$ cat src/rtl/sdram_seq_pkg.sv
// Shared encodings for the SDRAM command sequencer.
// Assumes command pins ordered {cs_n, ras_n, cas_n, we_n}.
package sdram_seq_pkg;

    typedef enum logic [3:0] {
        CMD_INHIBIT = 4'b1111,
        CMD_NOP     = 4'b0111,
        CMD_ACT     = 4'b0011,
        CMD_RD      = 4'b0101,
        CMD_WR      = 4'b0100,
        CMD_PRE     = 4'b0010,
        CMD_REF     = 4'b0001,
        CMD_LMR     = 4'b0000
    } sd_cmd_e;

    typedef enum logic [3:0] {
        ST_RST, ST_PWR, ST_IREF1, ST_IREF2, ST_IMRS, ST_IMRW,
        ST_IDLE, ST_RCD, ST_COL, ST_RP
    } seq_state_e;

    localparam int AP_BIT = 10;        // auto-precharge / all-banks address bit
    localparam int MODE_WORD = 'h030;  // BL1, sequential, CAS latency 3

endpackage

$ cat src/rtl/sdram_gap_timer.sv
// Down-counter that enforces a minimum gap between two commands.
// Loaded with (gap - 1) in the cycle a command is registered;
// expired is high once the following command may be registered.
module sdram_gap_timer #(
    parameter int CNT_W = 16
) (
    input  logic             clk,
    input  logic             rst_n,
    input  logic             load,
    input  logic [CNT_W-1:0] value,
    output logic             expired
);

    logic [CNT_W-1:0] cnt;

    // count down to zero, reload on request
    always_ff @(posedge clk) begin
        if (!rst_n)
            cnt <= '0;
        else if (load)
            cnt <= value;
        else if (cnt != '0)
            cnt <= cnt - 1'b1;
    end

    assign expired = (cnt == '0);

endmodule

$ cat src/rtl/sdram_refresh_timer.sv
// Periodic refresh request generator.
// Runs only while enable is high; raises pending once every T_REFI cycles
// and holds it until the sequencer acknowledges the issued refresh.
module sdram_refresh_timer #(
    parameter int T_REFI = 1950
) (
    input  logic clk,
    input  logic rst_n,
    input  logic enable,
    input  logic ack,
    output logic pending
);

    localparam int RW = $clog2(T_REFI + 1);
    localparam logic [RW-1:0] LAST = RW'(T_REFI - 1);

    logic [RW-1:0] cnt;
    logic          wrap;

    assign wrap = enable && (cnt == LAST);

    // free-running interval counter
    always_ff @(posedge clk) begin
        if (!rst_n || !enable)
            cnt <= '0;
        else if (wrap)
            cnt <= '0;
        else
            cnt <= cnt + 1'b1;
    end

    // owed-refresh flag: a new interval wins over an acknowledge
    always_ff @(posedge clk) begin
        if (!rst_n)
            pending <= 1'b0;
        else if (wrap)
            pending <= 1'b1;
        else if (ack)
            pending <= 1'b0;
    end

endmodule

$ cat src/rtl/sdram_cmd_seq.sv
// SDRAM command sequencer: start-up sequence, periodic refresh and
// one-word open/access/close per host request with enforced gaps.
// Assumes ROW_W >= 11 (bit 10 is the auto-precharge bit), COL_W <= 10,
// all gap parameters >= 1, and one access in flight at a time.
module sdram_cmd_seq
    import sdram_seq_pkg::*;
#(
    parameter int BANK_W   = 2,
    parameter int ROW_W    = 11,
    parameter int COL_W    = 8,
    parameter int T_INIT   = 12500,
    parameter int T_RCD    = 3,
    parameter int T_RP     = 3,
    parameter int T_RC     = 10,
    parameter int T_RAS    = 6,
    parameter int T_MRD    = 2,
    parameter int T_WR     = 2,
    parameter int T_RD2PRE = 1,
    parameter int T_REFI   = 1950
) (
    input  logic              clk,
    input  logic              rst_n,
    input  logic              req_valid,
    output logic              req_ready,
    input  logic              req_write,
    input  logic [BANK_W-1:0] req_bank,
    input  logic [ROW_W-1:0]  req_row,
    input  logic [COL_W-1:0]  req_col,
    output logic              req_done,
    output logic              sd_cke,
    output logic              sd_cs_n,
    output logic              sd_ras_n,
    output logic              sd_cas_n,
    output logic              sd_we_n,
    output logic [BANK_W-1:0] sd_ba,
    output logic [ROW_W-1:0]  sd_addr
);

    localparam int MAXG  = (T_INIT > T_REFI) ? T_INIT : T_REFI;
    localparam int CNT_W = $clog2(MAXG + 1);
    localparam int N_TM  = 3;
    localparam int TM_GAP = 0;
    localparam int TM_RAS = 1;
    localparam int TM_RC  = 2;
    localparam logic [CNT_W-1:0] G_INIT = CNT_W'(T_INIT - 1);
    localparam logic [CNT_W-1:0] G_RCD  = CNT_W'(T_RCD - 1);
    localparam logic [CNT_W-1:0] G_RP   = CNT_W'(T_RP - 1);
    localparam logic [CNT_W-1:0] G_RC   = CNT_W'(T_RC - 1);
    localparam logic [CNT_W-1:0] G_RAS  = CNT_W'(T_RAS - 1);
    localparam logic [CNT_W-1:0] G_MRD  = CNT_W'(T_MRD - 1);
    localparam logic [CNT_W-1:0] G_WR   = CNT_W'(T_WR - 1);
    localparam logic [CNT_W-1:0] G_RD   = CNT_W'(T_RD2PRE - 1);
    localparam logic [ROW_W-1:0] MODE_W = ROW_W'(MODE_WORD);

    seq_state_e        st, st_n;
    sd_cmd_e           cmd_q, cmd_n;
    logic [BANK_W-1:0] ba_n;
    logic [ROW_W-1:0]  addr_n;
    logic              done_n, accept, ref_ack, ref_pend, init_done;
    logic              lat_wr;
    logic [BANK_W-1:0] lat_bank;
    logic [COL_W-1:0]  lat_col;
    logic [N_TM-1:0]   tm_load, tm_exp;
    logic [CNT_W-1:0]  tm_val [N_TM];

    // one gap timer per spacing rule: state gap, row-active, row-cycle
    for (genvar i = 0; i < N_TM; i++) begin : g_tm
        sdram_gap_timer #(.CNT_W(CNT_W)) u_tm (
            .clk(clk), .rst_n(rst_n), .load(tm_load[i]),
            .value(tm_val[i]), .expired(tm_exp[i])
        );
    end

    sdram_refresh_timer #(.T_REFI(T_REFI)) u_refi (
        .clk(clk), .rst_n(rst_n), .enable(init_done),
        .ack(ref_ack), .pending(ref_pend)
    );

    assign req_ready = (st == ST_IDLE) && tm_exp[TM_RC] && !ref_pend;

    // next state and next command selection
    always_comb begin
        st_n    = st;
        cmd_n   = CMD_NOP;
        ba_n    = '0;
        addr_n  = '0;
        done_n  = 1'b0;
        accept  = 1'b0;
        ref_ack = 1'b0;
        tm_load = '0;
        for (int i = 0; i < N_TM; i++) tm_val[i] = '0;
        case (st)
            ST_RST: begin
                cmd_n = CMD_INHIBIT;
                tm_load[TM_GAP] = 1'b1; tm_val[TM_GAP] = G_INIT;
                st_n = ST_PWR;
            end
            ST_PWR: begin
                cmd_n = CMD_INHIBIT;
                if (tm_exp[TM_GAP]) begin
                    cmd_n = CMD_PRE;
                    addr_n[AP_BIT] = 1'b1;
                    tm_load[TM_GAP] = 1'b1; tm_val[TM_GAP] = G_RP;
                    st_n = ST_IREF1;
                end
            end
            ST_IREF1, ST_IREF2: begin
                if (tm_exp[TM_GAP] && tm_exp[TM_RC]) begin
                    cmd_n = CMD_REF;
                    tm_load[TM_RC] = 1'b1; tm_val[TM_RC] = G_RC;
                    st_n = (st == ST_IREF1) ? ST_IREF2 : ST_IMRS;
                end
            end
            ST_IMRS: begin
                if (tm_exp[TM_RC]) begin
                    cmd_n = CMD_LMR;
                    addr_n = MODE_W;
                    tm_load[TM_GAP] = 1'b1; tm_val[TM_GAP] = G_MRD;
                    st_n = ST_IMRW;
                end
            end
            ST_IMRW: if (tm_exp[TM_GAP]) st_n = ST_IDLE;
            ST_IDLE: begin
                if (tm_exp[TM_RC] && ref_pend) begin
                    cmd_n = CMD_REF;
                    ref_ack = 1'b1;
                    tm_load[TM_RC] = 1'b1; tm_val[TM_RC] = G_RC;
                end else if (tm_exp[TM_RC] && req_valid) begin
                    cmd_n = CMD_ACT;
                    ba_n = req_bank;
                    addr_n = req_row;
                    accept = 1'b1;
                    tm_load = '1;
                    tm_val[TM_GAP] = G_RCD;
                    tm_val[TM_RAS] = G_RAS;
                    tm_val[TM_RC]  = G_RC;
                    st_n = ST_RCD;
                end
            end
            ST_RCD: begin
                if (tm_exp[TM_GAP]) begin
                    cmd_n = lat_wr ? CMD_WR : CMD_RD;
                    ba_n = lat_bank;
                    addr_n = ROW_W'(lat_col);
                    tm_load[TM_GAP] = 1'b1;
                    tm_val[TM_GAP] = lat_wr ? G_WR : G_RD;
                    st_n = ST_COL;
                end
            end
            ST_COL: begin
                if (tm_exp[TM_GAP] && tm_exp[TM_RAS]) begin
                    cmd_n = CMD_PRE;
                    ba_n = lat_bank;
                    tm_load[TM_GAP] = 1'b1; tm_val[TM_GAP] = G_RP;
                    st_n = ST_RP;
                end
            end
            ST_RP: begin
                if (tm_exp[TM_GAP]) begin
                    done_n = 1'b1;
                    st_n = ST_IDLE;
                end
            end
            default: st_n = ST_RST;
        endcase
    end

    // state and registered command outputs
    always_ff @(posedge clk) begin
        if (!rst_n) begin
            st        <= ST_RST;
            cmd_q     <= CMD_INHIBIT;
            sd_ba     <= '0;
            sd_addr   <= '0;
            req_done  <= 1'b0;
            sd_cke    <= 1'b0;
            init_done <= 1'b0;
        end else begin
            st        <= st_n;
            cmd_q     <= cmd_n;
            sd_ba     <= ba_n;
            sd_addr   <= addr_n;
            req_done  <= done_n;
            sd_cke    <= 1'b1;
            if (st == ST_IMRW && st_n == ST_IDLE) init_done <= 1'b1;
        end
    end

    // request capture on the accepting edge
    always_ff @(posedge clk) begin
        if (!rst_n) begin
            lat_wr   <= 1'b0;
            lat_bank <= '0;
            lat_col  <= '0;
        end else if (accept) begin
            lat_wr   <= req_write;
            lat_bank <= req_bank;
            lat_col  <= req_col;
        end
    end

    assign {sd_cs_n, sd_ras_n, sd_cas_n, sd_we_n} = cmd_q;

endmodule

$ cat config.mk
export PLATFORM = sky130hd
export DESIGN_NAME = sdram_cmd_seq
export DESIGN_NICKNAME = d
export VERILOG_FILES = /design/src/rtl/sdram_seq_pkg.sv /design/src/rtl/sdram_gap_timer.sv /design/src/rtl/sdram_refresh_timer.sv /design/src/rtl/sdram_cmd_seq.sv
export SDC_FILE = /design/constraint.sdc
export NUM_CORES = 1
export LEC_CHECK = 0
export ABC_AREA = 0
export BUFFER_PORTS_ARGS = -buffer_cell sky130_fd_sc_hd__buf_4
export CAP_MARGIN = 20
export CORE_MARGIN = 8
export CORE_UTILIZATION = 50
export CTS_BUF_LIST = sky130_fd_sc_hd__clkbuf_4 sky130_fd_sc_hd__clkbuf_8 sky130_fd_sc_hd__clkbuf_16
export CTS_CLUSTER_DIAMETER = 120
export DETAILED_ROUTE_END_ITERATION = 8
export GPL_ROUTABILITY_DRIVEN = 0
export GPL_TIMING_DRIVEN = 0
export PLACE_DENSITY = 0.7
export RECOVER_POWER = 50
export SLEW_MARGIN = 0
export SYNTH_ARGS = -nofsm -noshare
export SYNTH_HDL_FRONTEND = slang
export SYNTH_SLANG_ARGS = --single-unit
$ cat constraint.sdc
create_clock -name clk -period 2.7 [get_ports clk]
set_clock_uncertainty 0.1 [all_clocks]
set_input_delay 0.54 -clock clk [delete_from_list [all_inputs] [get_ports clk]]
set_output_delay 0.54 -clock clk [all_outputs]
set_load 0.01 [all_outputs]
==> out/qor_table.md, run 1 <==
| Parameter | Reported |
|:---|:---|
| CTS tree | yes |
| CTS clk-pin slew, worst paths | 90 ps |
| Worst-skew pair later-pin latency | 360 ps |
| Number of buffers between clock root and the deepest sink | 2 |
| Critical Path Sink Type | primary output |
| Critical path startpoint category | flop |
| FF-to-FF Start | g_tm[1].u_tm.cnt[4]$_SDFFE_PN0P_ |
| Path class of the lowest-slack min-delay path | in -> reg |
| Type of the worst setup path | reg -> out |
| Commonest cells after routing, fill and taps aside | sky130_fd_sc_hd__dfxtp_1, sky130_fd_sc_hd__nor2_1, sky130_fd_sc_hd__nand2_1, sky130_fd_sc_hd__a21oi_1, sky130_fd_sc_hd__clkbuf_1 |
| Floorplan die width | 106 microns |
| Average cell area after synthesis | 8.27 sq um |
| Vias in the first global route | 3465 |
| Worst Path Buf+Inv | 2 |
| Total negative setup slack | 0 ps |
| Synthesized instance count | 486 |
| First-pass GRT wire length | 16.0 mm |
| Number of vias in the routed layout | 3529 |
| Hold Vio Cnt, Final | 0 |
| Synth warnings | 0 |
| Cell taking the most area after synthesis | sky130_fd_sc_hd__dfxtp_1 |
| Critical path peak fanout | 15 |
| Detailed placement HPWL | 6.91 mm |
| Highest cell delay on the worst timing path | 350 ps |
| Count of boundary I/O pins | 45 |
| Synthesized flop and latch total | 89 |
| Aggregate global-route resource usage | 17.2% |
| Worst-case headroom to the max-slew limit | 47.3% |
| Highest clock frequency the design can meet | 397 MHz |
| Part of the Yosys area used for sequential elements | 44.3% |
| Fin. max-slew vios | 0 |
| Lkg Pwr | 1.74 nW |
| Inserted Clock Buffers | 9 |
| Fill cell count | 725 |
| Status | finished clean |
| Level count of the clock H-tree | 3 |
| CP required | 2060 ps |
| Buffers on Ports | 44 |
| Starting DRC count in detailed routing | 198 |
| Share of the synthesized area in the top cell type | 44.3% |
| Fin nets | 571 |
| Levels on crit path | 7 |
| Wire length after detailed routing | 9.46 mm |
| GR Overflow Total | 0 |
| Shortest clock period the worst path allows after layout | 2520 ps |
| Total of max-cap violations | 0 |
| Largest voltage drop on the vdd net | 0.470 mV |
| TritonCTS sink count | 89 |
| Antenna viol nets, final | 0 |
| Detailed-route vias per instance | 5.46 |
| Average wire per cell in the routed design | 14.6 microns |
| Timing startpoint of the critical path | g_tm[2].u_tm.cnt[0]$_SDFFE_PN0P_ |
| Tcrit/Tclk final | 93.4% |
| Top cell family by delay on the critical path | simple AND/OR/NAND/NOR gates |
| DRC violation count after routing | 0 |
| Clock root buffer | sky130_fd_sc_hd__clkbuf_8 |
| Drt pass-1 iters | 5 |
| Ratio of total power to cell area | 860 mW/mm^2 |
| Die height | 106 microns |
| Crit path arrival time | 1880 ps |
| Core region area | 0.00777 sq mm |
| Number of antenna diodes | 0 |
| Pin count of the biggest net entering global routing | 16 |
| Worst hold path cell count | 1 |
| Syn-to-layout area delta | 14.4% |
| Startpoint of the tightest hold check path | rst_n |
| Row count | 32 |
| Total chip power | 3.96 mW |
| Number of antenna violations at the first check in global routing | 0 |
| Die Footprint | 0.0112 sq mm |
| Cells on worst reg2reg path | 7 |
| Worst path cell trace | inv_1 -> ha_1 -> nor2b_1 -> and4_4 -> nand3_1 -> nor2_1 -> buf_4 |
| Most common cell after layout, fill and taps aside | sky130_fd_sc_hd__dfxtp_1 |
| Nets in the synthesized netlist | 518 |
| Top cells by area in the synthesized netlist | sky130_fd_sc_hd__dfxtp_1, sky130_fd_sc_hd__nor2_1, sky130_fd_sc_hd__xor2_1 |
| Yosys cell types | 52 |
| Total standard cell area after synthesis | 0.00402 sq mm |
| Slew @ Worst Pin | 788 ps |
| Share of final-layout standard cells stronger than drive strength 1 | 11.4% |
| Starting density of the core | 51.8% |
| CP max stage cell | sky130_fd_sc_hd__and4_4 |
| Unrepaired setup endpoints after global routing | false |
| Setup-violating endpoint count in the final report | 0 |
## state kept, by name (all words and copies together), names as in the netlist
register,count
lat_col,8
lat_wr,1
sd_ba,2
lat_bank,2
req_done,1
u_refi.pending,1
g_tm.u_tm.cnt,42
sd_addr,11
init_done,1
cmd_q,4
sd_cke,1
st,4
u_refi.cnt,11
## per-layer routing
metal | wire length (microns) | global-route usage (%) | part of all wire [%]
met5 | 0 | 0 | 0
met4 | 210 | 8.04 | 2.2
met1 | 4370 | 20.7 | 46
met3 | 584 | 4.32 | 6.2
met2 | 4290 | 28.2 | 45
## synthesized netlist by cell type (all sizes together)
cell     n
or4b     1
and3     7
a21o     1
a221oi   2
and4bb   1
nor4b    1
maj3     1
ha       7
nor2    76
a211o    1
or3      9
nand2b   8
and4b    1
a22oi    7
nand4    6
o22a     1
a31oi    9
o211ai   3
and4     1
buf      5
mux2     2
xnor2   13
nor3    20
xor2    26
a211oi   2
inv     15
nand2   52
nor2b    5
or2      1
o21ai   14
or3b     1
clkbuf  16
or4      4
o31ai    1
nand3   26
o21a     1
nor4     8
o22ai    1
a21oi   39
nand3b   2
dfxtp   89
## worst register-to-register path: stages, from the launching register on
cell and delay (ps):
sky130_fd_sc_hd__dfxtp_1 360, sky130_fd_sc_hd__or4_1 620, sky130_fd_sc_hd__and4bb_2 340, sky130_fd_sc_hd__buf_2 230, sky130_fd_sc_hd__a21o_1 180, sky130_fd_sc_hd__a21oi_1 180, sky130_fd_sc_hd__nand2_1 280, sky130_fd_sc_hd__nor2_1 80
## path summary, 6_finish.rpt
path	endpoint	slack, ps
min reg2reg	lat_col[2]$_SDFFE_PN0P_	360
min	sd_cke$_DFF_P_	310
max	req_ready	180
max reg2reg	g_tm[0].u_tm.cnt[10]$_SDFFE_PN0P_	230
## cells by family (layout without fill, tap and decap cells)
group,count (synthesis),after routing,share of synthesized area [%]
adder cells (fa/ha/maj),8,8,2.43
buffers and inverters,36,94,3.73
AO/OA/AOI/OAI,82,82,12.1
multiplexers,2,2,0.560
flip-flops,89,89,44.3
AND/OR/NAND/NOR,230,230,28.4
XOR/XNOR,39,39,8.49
## repair_timing
item | 4_1_cts | 5_1_grt
setup endpoints to repair | 1 | 3
setup buffers | 0 | 0
gates resized for setup | 6 | 2
pin swaps | 0 | 0
hold buffers | 0 | 0
## report_power, final
part           switching, mW  internal, mW  total, mW  leakage [nW]
registers              0.191          1.51       1.70         0.726
logic                  0.787         0.625       1.41         0.930
clock network          0.480         0.361      0.841        0.0887
total                   1.46          2.50       3.96          1.74
## through the flow
| stage | hold slack, ps | instances | utilization, % | worst slack, ps | cell area [sq um] |
|---|---|---|---|---|---|
| after floorplan | 336 | 486 | - | 367 | 4020 |
| after global placement | 344 | 632 | 57.7 | -29.1 | 4480 |
| after detailed placement | 350 | 632 | 57.7 | -32.0 | 4480 |
| after CTS | 218 | 647 | 60.2 | 7.74 | 4670 |
| after global routing | 303 | 646 | 59.2 | 24.5 | 4600 |
| final | 310 | 646 | 59.2 | 179 | 4600 |
## layout make-up
type                       instances  area, sq um  area share (%)
tap                              102          128            2.77
inverter                          15         56.3            1.22
sequential                        89         1780            38.7
timing repair buffer              44          255            5.55
clock inverter                     6         42.5           0.924
buffer                            19         86.3            1.88
clock buffer                      10          138            2.99
multi-input combinational        361         2110            45.9
Power figures use the tool's default switching activity.
==> run 2: changes to the inputs <==
- GPL_TIMING_DRIVEN: 0 -> not set
- clock period: 2.7 -> 2.4 ns (I/O delays scaled with it)
==> out/qor_table.md, run 2 (synthesis results as in run 1) <==
| Parameter | Reported |
|:---|:---|
| Total of max-cap violations | 0 |
| Highest clock frequency the design can meet | 428 MHz |
| Number of flip-flops in the largest register | 42 |
| Cells on worst reg2reg path | 7 |
| Row count | 32 |
| Detailed placement HPWL | 6.64 mm |
| Critical path startpoint category | flop |
| CTS clk-pin slew, worst paths | 90 ps |
| Slew @ Worst Pin | 822 ps |
| Worst reg2reg path endpoint | g_tm[1].u_tm.cnt[8]$_SDFFE_PN0P_ |
| GR Overflow Total | 0 |
| Wire length after detailed routing | 9.23 mm |
| Area of all placed cells without fillers | 0.00480 sq mm |
| Ratio of total power to cell area | 1010 mW/mm^2 |
| CP required | 1820 ps |
| Part of the total power dissipated in combinational logic | 35.7% |
| Lkg Pwr | 1.87 nW |
| Setup slack on the worst flop-to-flop path | 100 ps |
| Starting density of the core | 51.8% |
| Crit path arrival time | 1760 ps |
| Commonest cells after routing, fill and taps aside | sky130_fd_sc_hd__dfxtp_1, sky130_fd_sc_hd__nor2_1, sky130_fd_sc_hd__nand2_1, sky130_fd_sc_hd__buf_4, sky130_fd_sc_hd__a21oi_1 |
| Total negative setup slack | 0 ps |
| CP max stage cell | sky130_fd_sc_hd__dfxtp_1 |
| Inserted Clock Buffers | 9 |
| Critical Path Most Common Cell | sky130_fd_sc_hd__buf_4 |
| Hold Vio Cnt, Final | 0 |
| Worst-case headroom to the max-slew limit | 45.0% |
| Largest registers | g_tm.u_tm.cnt (42), sd_addr (11), u_refi.cnt (11) |
| Unrepaired setup endpoints after global routing | true |
| Register share of total power | 39.6% |
| Worst hold path cell count | 3 |
| Register with the most flip-flops | g_tm.u_tm.cnt |
| Aggregate global-route resource usage | 16.8% |
| Share of final-layout standard cells stronger than drive strength 1 | 16.6% |
| Die Footprint | 0.0112 sq mm |
| Critical Path Sink Type | primary output |
| Antenna viol nets, final | 0 |
| Die height | 106 microns |
| Minimum setup slack in the final design | 61.1 ps |
| Type of the worst setup path | reg -> out |
| Average wire per cell in the routed design | 14.1 microns |
| Shortest clock period the worst path allows after layout | 2340 ps |
| Most common cell after layout, fill and taps aside | sky130_fd_sc_hd__dfxtp_1 |
| Worst path cell trace | nor4_1 -> buf_4 -> and4_4 -> nand3_1 -> nor2_1 -> buf_4 |
| Startpoint of the tightest hold check path | req_row[9] |
| Fraction of the core area covered by cells at the end of the flow | 61.8% |
| Largest voltage drop on the vdd net | 0.462 mV |
| Count of boundary I/O pins | 45 |
| CTS tree | yes |
| Endpoint of the worst hold-timing path | sd_addr[9]$_SDFF_PN0_ |
| Switching share of total power | 34.7% |
| Internal portion of total power | 3.16 mW |
| FF-to-FF Start | g_tm[1].u_tm.cnt[0]$_SDFFE_PN0P_ |
| Critical path peak fanout | 4 |
| Fin. max-slew vios | 0 |
| Fin nets | 580 |
| First-pass GRT wire length | 15.8 mm |
| DP Worst Slack | 64.0 ps |
| Tcrit/Tclk final | 97.5% |
| Switching pwr | 1.68 mW |
| Worst hold margin | 247 ps |
| TritonCTS sink count | 89 |
| Starting DRC count in detailed routing | 249 |
| Core region area | 0.00777 sq mm |
| Setup-violating endpoint count in the final report | 0 |
| Pin count of the biggest net entering global routing | 20 |
| Clock root buffer | sky130_fd_sc_hd__clkbuf_8 |
| Number of antenna violations at the first check in global routing | 0 |
| Level count of the clock H-tree | 3 |
| Syn-to-layout area delta | 19.4% |
| Buffers on Ports | 44 |
| Status | finished clean |
| Path class of the lowest-slack min-delay path | in -> reg |
| Floorplan die width | 106 microns |
| Highest cell delay on the worst timing path | 340 ps |
| Instance area at placement | 0.00458 sq mm |
| Clock share of power | 24.7% |
| Vias in the first global route | 3375 |
| Number of antenna diodes | 0 |
| Worst-skew pair later-pin latency | 360 ps |
| Detailed-route vias per instance | 5.37 |
| Drt pass-1 iters | 4 |
| Number of vias in the routed layout | 3515 |
| DRC violation count after routing | 0 |
| Number of buffers between clock root and the deepest sink | 2 |
[run 2: changes by cell type in the layout (fill, tap and decap cells not counted), moves of 2 or more]
cell,before,now
sky130_fd_sc_hd__bufinv_16,0,2
sky130_fd_sc_hd__clkbuf_1,34,20
sky130_fd_sc_hd__a21oi_2,0,3
sky130_fd_sc_hd__buf_2,2,0
sky130_fd_sc_hd__clkinv_2,2,0
sky130_fd_sc_hd__a21oi_1,39,36
sky130_fd_sc_hd__buf_4,25,51
[run 2: worst max-delay path, delay by kind of cell, from the launching register on]
family,cells,cell delay (ps)
simple gates,4,750
flops,1,340
buf+inv,2,300
[run 2: repair_timing]
action | CTS | global route
setup endpoints to repair | 1 | 28
gates cloned | 0 | 0
buffers inserted | 1 | 1
pin swaps | 0 | 1
resized for setup | 4 | 8
hold buffers | 0 | 0
[run 2: worst max path at each step]
stage          slack [ps]                        startpoint                          endpoint
2_1_floorplan         130  g_tm[2].u_tm.cnt[6]$_SDFFE_PN0P_                         req_ready
3_3_place_gp          110  g_tm[0].u_tm.cnt[4]$_SDFFE_PN0P_                  st[1]$_SDFF_PN0_
3_5_place_dp           60  g_tm[0].u_tm.cnt[4]$_SDFFE_PN0P_  g_tm[0].u_tm.cnt[2]$_SDFFE_PN0P_
4_1_cts                20                  st[2]$_SDFF_PN0_                         req_ready
5_1_grt               -40  g_tm[2].u_tm.cnt[2]$_SDFFE_PN0P_                         req_ready
6_report               60  g_tm[2].u_tm.cnt[2]$_SDFFE_PN0P_                         req_ready
[run 2: cell type report]
class	instances	area, sq um
well taps	102	128
clock buffers	11	151
fillers	723	2970
repair buffers	72	463
inverters	15	56.3
clock inverters	5	85.1
multi-input cells	361	2130
flip-flops and latches	89	1780
[run 2: metrics by stage]
step                std cells  total power [mW]
floorplan                 486              3.17
global placement          637              3.53
detailed placement        637              3.57
CTS                       654              4.80
global route              655              5.19
finish                    655              4.84
[run 2: per-layer routing]
| layer | vias to the layer above | routed length [microns] | track usage [%] |
|---|---|---|---|
| li1 | 1794 | - | - |
| met3 | 8 | 503 | 4.02 |
| met2 | 86 | 4160 | 26.3 |
| met4 | 0 | 97 | 8.14 |
| met5 | - | 0 | 0 |
| met1 | 1627 | 4470 | 21.2 |
[run 2: power by group through the flow]
stage / sequential, mW / combinational [mW] / clock, mW
floorplan: 1.89 / 1.27 / 0
global placement: 1.92 / 1.61 / 0
global route: 1.95 / 1.95 / 1.29
finish: 1.91 / 1.73 / 1.19
CTS: 1.90 / 1.68 / 1.22
detailed placement: 1.93 / 1.64 / 0
==> run 3: changes to the inputs <==
- ABC_AREA: 0 -> 1
- PLACE_DENSITY: 0.7 -> 0.69
- clock period: 2.4 -> 2.74 ns (I/O delays scaled with it)
==> out/qor_table.md, run 3 <==
| Parameter | Reported |
|:---|:---|
| Status | finished clean |
| Number of antenna violations at the first check in global routing | 0 |
| Count of boundary I/O pins | 45 |
| Share of final-layout standard cells stronger than drive strength 1 | 10.9% |
| Cell taking the most area after synthesis | sky130_fd_sc_hd__dfxtp_1 |
| Syn-to-layout area delta | 11.6% |
| Die height | 109 microns |
| Average cell area after synthesis | 7.29 sq um |
| Buffers on Ports | 44 |
| Hold Vio Cnt, Final | 0 |
| Busiest metal layer after global routing | met2 |
| GRT met2 Usage | 28.3% |
| Inserted Clock Buffers | 9 |
| Antenna viol nets, final | 0 |
| Row count | 34 |
| Count of flip-flops with a built-in enable after synthesis | 0 |
| Type of the worst setup path | reg -> reg |
| Ratio of total power to cell area | 866 mW/mm^2 |
| Worst-case headroom to the max-slew limit | 29.3% |
| Number of vias in the routed layout | 3848 |
| Share of async-settable or async-resettable flops after synthesis | 0% |
| Share of synthesized cell area in and, or, nand and nor gates | 32.7% |
| Mux contribution to synthesized area | 0.232% |
| Critical Path Sink Type | flop |
| Largest registers | g_tm.u_tm.cnt (42), sd_addr (11), u_refi.cnt (11) |
| Core region area | 0.00855 sq mm |
| Starting density of the core | 50.5% |
| Crit path arrival time | 2420 ps |
| Post-cts repair resize count | 0 |
| Critical path startpoint category | flop |
| CTS clk-pin slew, worst paths | 90 ps |
| Die Footprint | 0.0119 sq mm |
| Pin count of the biggest net entering global routing | 33 |
| Top-count cell post-synth | sky130_fd_sc_hd__nor2_1 |
| Total of max-cap violations | 0 |
| Critical Path Most Common Cell | sky130_fd_sc_hd__nand2_1 |
| Most common cell after layout, fill and taps aside | sky130_fd_sc_hd__nor2_1 |
| Buffers inserted by post-CTS timing repair | 0 |
| Worst-skew pair later-pin latency | 350 ps |
| Share of the synthesized area in the top cell type | 41.3% |
| Floorplan die width | 109 microns |
| First-pass GRT wire length | 16.5 mm |
| Number of flip-flops in the largest register | 42 |
| Path class of the lowest-slack min-delay path | in -> reg |
| GR Overflow Total | 0 |
| Area of all placed cells without fillers | 0.00481 sq mm |
| Synthesized instance count | 592 |
| Fill cell count | 833 |
| Critical path peak fanout | 12 |
| Nets in the synthesized netlist | 624 |
| Combined flip-flop and latch cell area | 0.00178 sq mm |
| Commonest cells after routing, fill and taps aside | sky130_fd_sc_hd__nor2_1, sky130_fd_sc_hd__nand2_1, sky130_fd_sc_hd__dfxtp_1, sky130_fd_sc_hd__inv_1, sky130_fd_sc_hd__a21oi_1 |
| Multi-input gate area | 0.00219 sq mm |
| Slew @ Worst Pin | 1060 ps |
| Worst path cell trace | inv_1 -> ha_1 -> nand2_1 -> nor2_1 -> nand2_1 -> nor3_4 -> nor2_1 -> nand3_1 -> nand2_1 -> nand2_1 -> nor2_1 |
| Main combinational cell family by area after synthesis | simple AND/OR/NAND/NOR gates |
| Met1 usage | 21.2% |
| Lkg Pwr | 2.14 nW |
| Synth warnings | 0 |
| Top FF cell, synth | sky130_fd_sc_hd__dfxtp_1 |
| Total standard cell area after synthesis | 0.00431 sq mm |
| Highest cell delay on the worst timing path | 470 ps |
| CP required | 2850 ps |
| Number of antenna diodes | 0 |
| Tcrit/Tclk final | 84.4% |
| Average wire per cell in the routed design | 13.0 microns |
| Top cells by area in the synthesized netlist | sky130_fd_sc_hd__dfxtp_1, sky130_fd_sc_hd__nor2_1, sky130_fd_sc_hd__nand2_1 |
| Setup-violating endpoint count in the final report | 0 |
| Synthesized flop and latch total | 89 |
| CP max stage cell | sky130_fd_sc_hd__nor3_4 |
| Fraction of the mapped netlist area in compound gates | 10.1% |
| Met3 layer usage reported by global route | 4.26% |
| Fin. max-slew vios | 0 |
| Unrepaired setup endpoints after global routing | false |
| Highest clock frequency the design can meet | 433 MHz |
| Detailed-route vias per instance | 5.14 |
| Cts hold-fix bufs | 0 |
| Detailed placement HPWL | 7.24 mm |
| Register with the most flip-flops | g_tm.u_tm.cnt |
| CTS tree | yes |
| Level count of the clock H-tree | 3 |
| Total negative setup slack | 0 ps |
| Wire length after detailed routing | 9.75 mm |
| Aggregate global-route resource usage | 17.1% |
| Clock root buffer | sky130_fd_sc_hd__clkbuf_8 |
| Adder-cell share of the synthesized area | 2.03% |
| Drt pass-1 iters | 5 |
| Largest voltage drop on the vdd net | 0.651 mV |
| Number of buffers between clock root and the deepest sink | 2 |
| Worst Path Buf+Inv | 1 |
| DRC violation count after routing | 0 |
| Vias in the first global route | 3704 |
| TritonCTS sink count | 89 |
| Part of the Yosys area used for sequential elements | 41.3% |
| Instance area at placement | 0.00471 sq mm |
| Synth Area in XOR/XNOR | 6.09% |
| Leading cell types by count after synthesis | sky130_fd_sc_hd__nor2_1, sky130_fd_sc_hd__nand2_1, sky130_fd_sc_hd__dfxtp_1, sky130_fd_sc_hd__inv_1, sky130_fd_sc_hd__a21oi_1 |
| Fin nets | 668 |
| Shortest clock period the worst path allows after layout | 2310 ps |
| Top cell family by delay on the critical path | simple AND/OR/NAND/NOR gates |
| Yosys cell types | 39 |
| Starting DRC count in detailed routing | 213 |
-- run 3: cell families (layout without fill, tap and decap cells) --
logic type | Yosys count | in the layout
buf+inv | 77 | 126
xor+xnor | 30 | 30
mux | 1 | 1
fa+ha+maj | 7 | 7
compound gates | 79 | 79
simple gates | 309 | 309
flops | 89 | 89
-- run 3: layer usage --
layer	share of wire (%)	wire, microns
met1	46	4480
met2	47	4610
met3	5.7	556
met4	1.2	114
met5	0	0
-- run 3: per-stage QoR --
step	power, mW	instances	utilization (%)	setup slack (ps)	hold WS [ps]
after CTS	4.21	749	57.3	521	298
after floorplan	2.99	592	-	1100	334
after global placement	3.27	733	55.1	695	349
after global routing	4.52	749	56.3	177	301
after detailed placement	3.31	733	55.1	614	354
final	4.17	749	56.3	428	313
-- run 3: cell type report --
cell class / instances / area share [%]
multi-input cells: 426 / 45.6
flip-flops and latches: 89 / 37.0
repair buffers: 45 / 5.54
inverters: 65 / 5.12
well taps: 108 / 2.81
clock buffers: 9 / 2.57
clock inverters: 7 / 1.40
-- run 3: power breakdown --
part | internal, mW | total, mW | leakage [nW] | switching [mW]
combinational | 0.607 | 1.60 | 1.31 | 0.995
clock | 0.422 | 0.889 | 0.104 | 0.467
sequential | 1.50 | 1.68 | 0.726 | 0.182
-- run 3: final timing paths --
kind                                                        from                                end  slack [ps]  depth (start not counted)
worst max-delay path            g_tm[0].u_tm.cnt[0]$_SDFFE_PN0P_  g_tm[0].u_tm.cnt[13]$_SDFFE_PN0P_         430                         11
worst min-delay path                                  req_col[7]            lat_col[7]$_SDFFE_PN0P_         310                          3
worst max register to register  g_tm[0].u_tm.cnt[0]$_SDFFE_PN0P_  g_tm[0].u_tm.cnt[13]$_SDFFE_PN0P_         430                         11
worst min register to register           lat_col[7]$_SDFFE_PN0P_              sd_addr[7]$_SDFF_PN0_         370                          2
-- run 3: tightest hold or removal path, stage by stage --
cell	delay (ps)
sky130_fd_sc_hd__buf_4	80
sky130_fd_sc_hd__nor2_1	30
sky130_fd_sc_hd__nor2_1	80
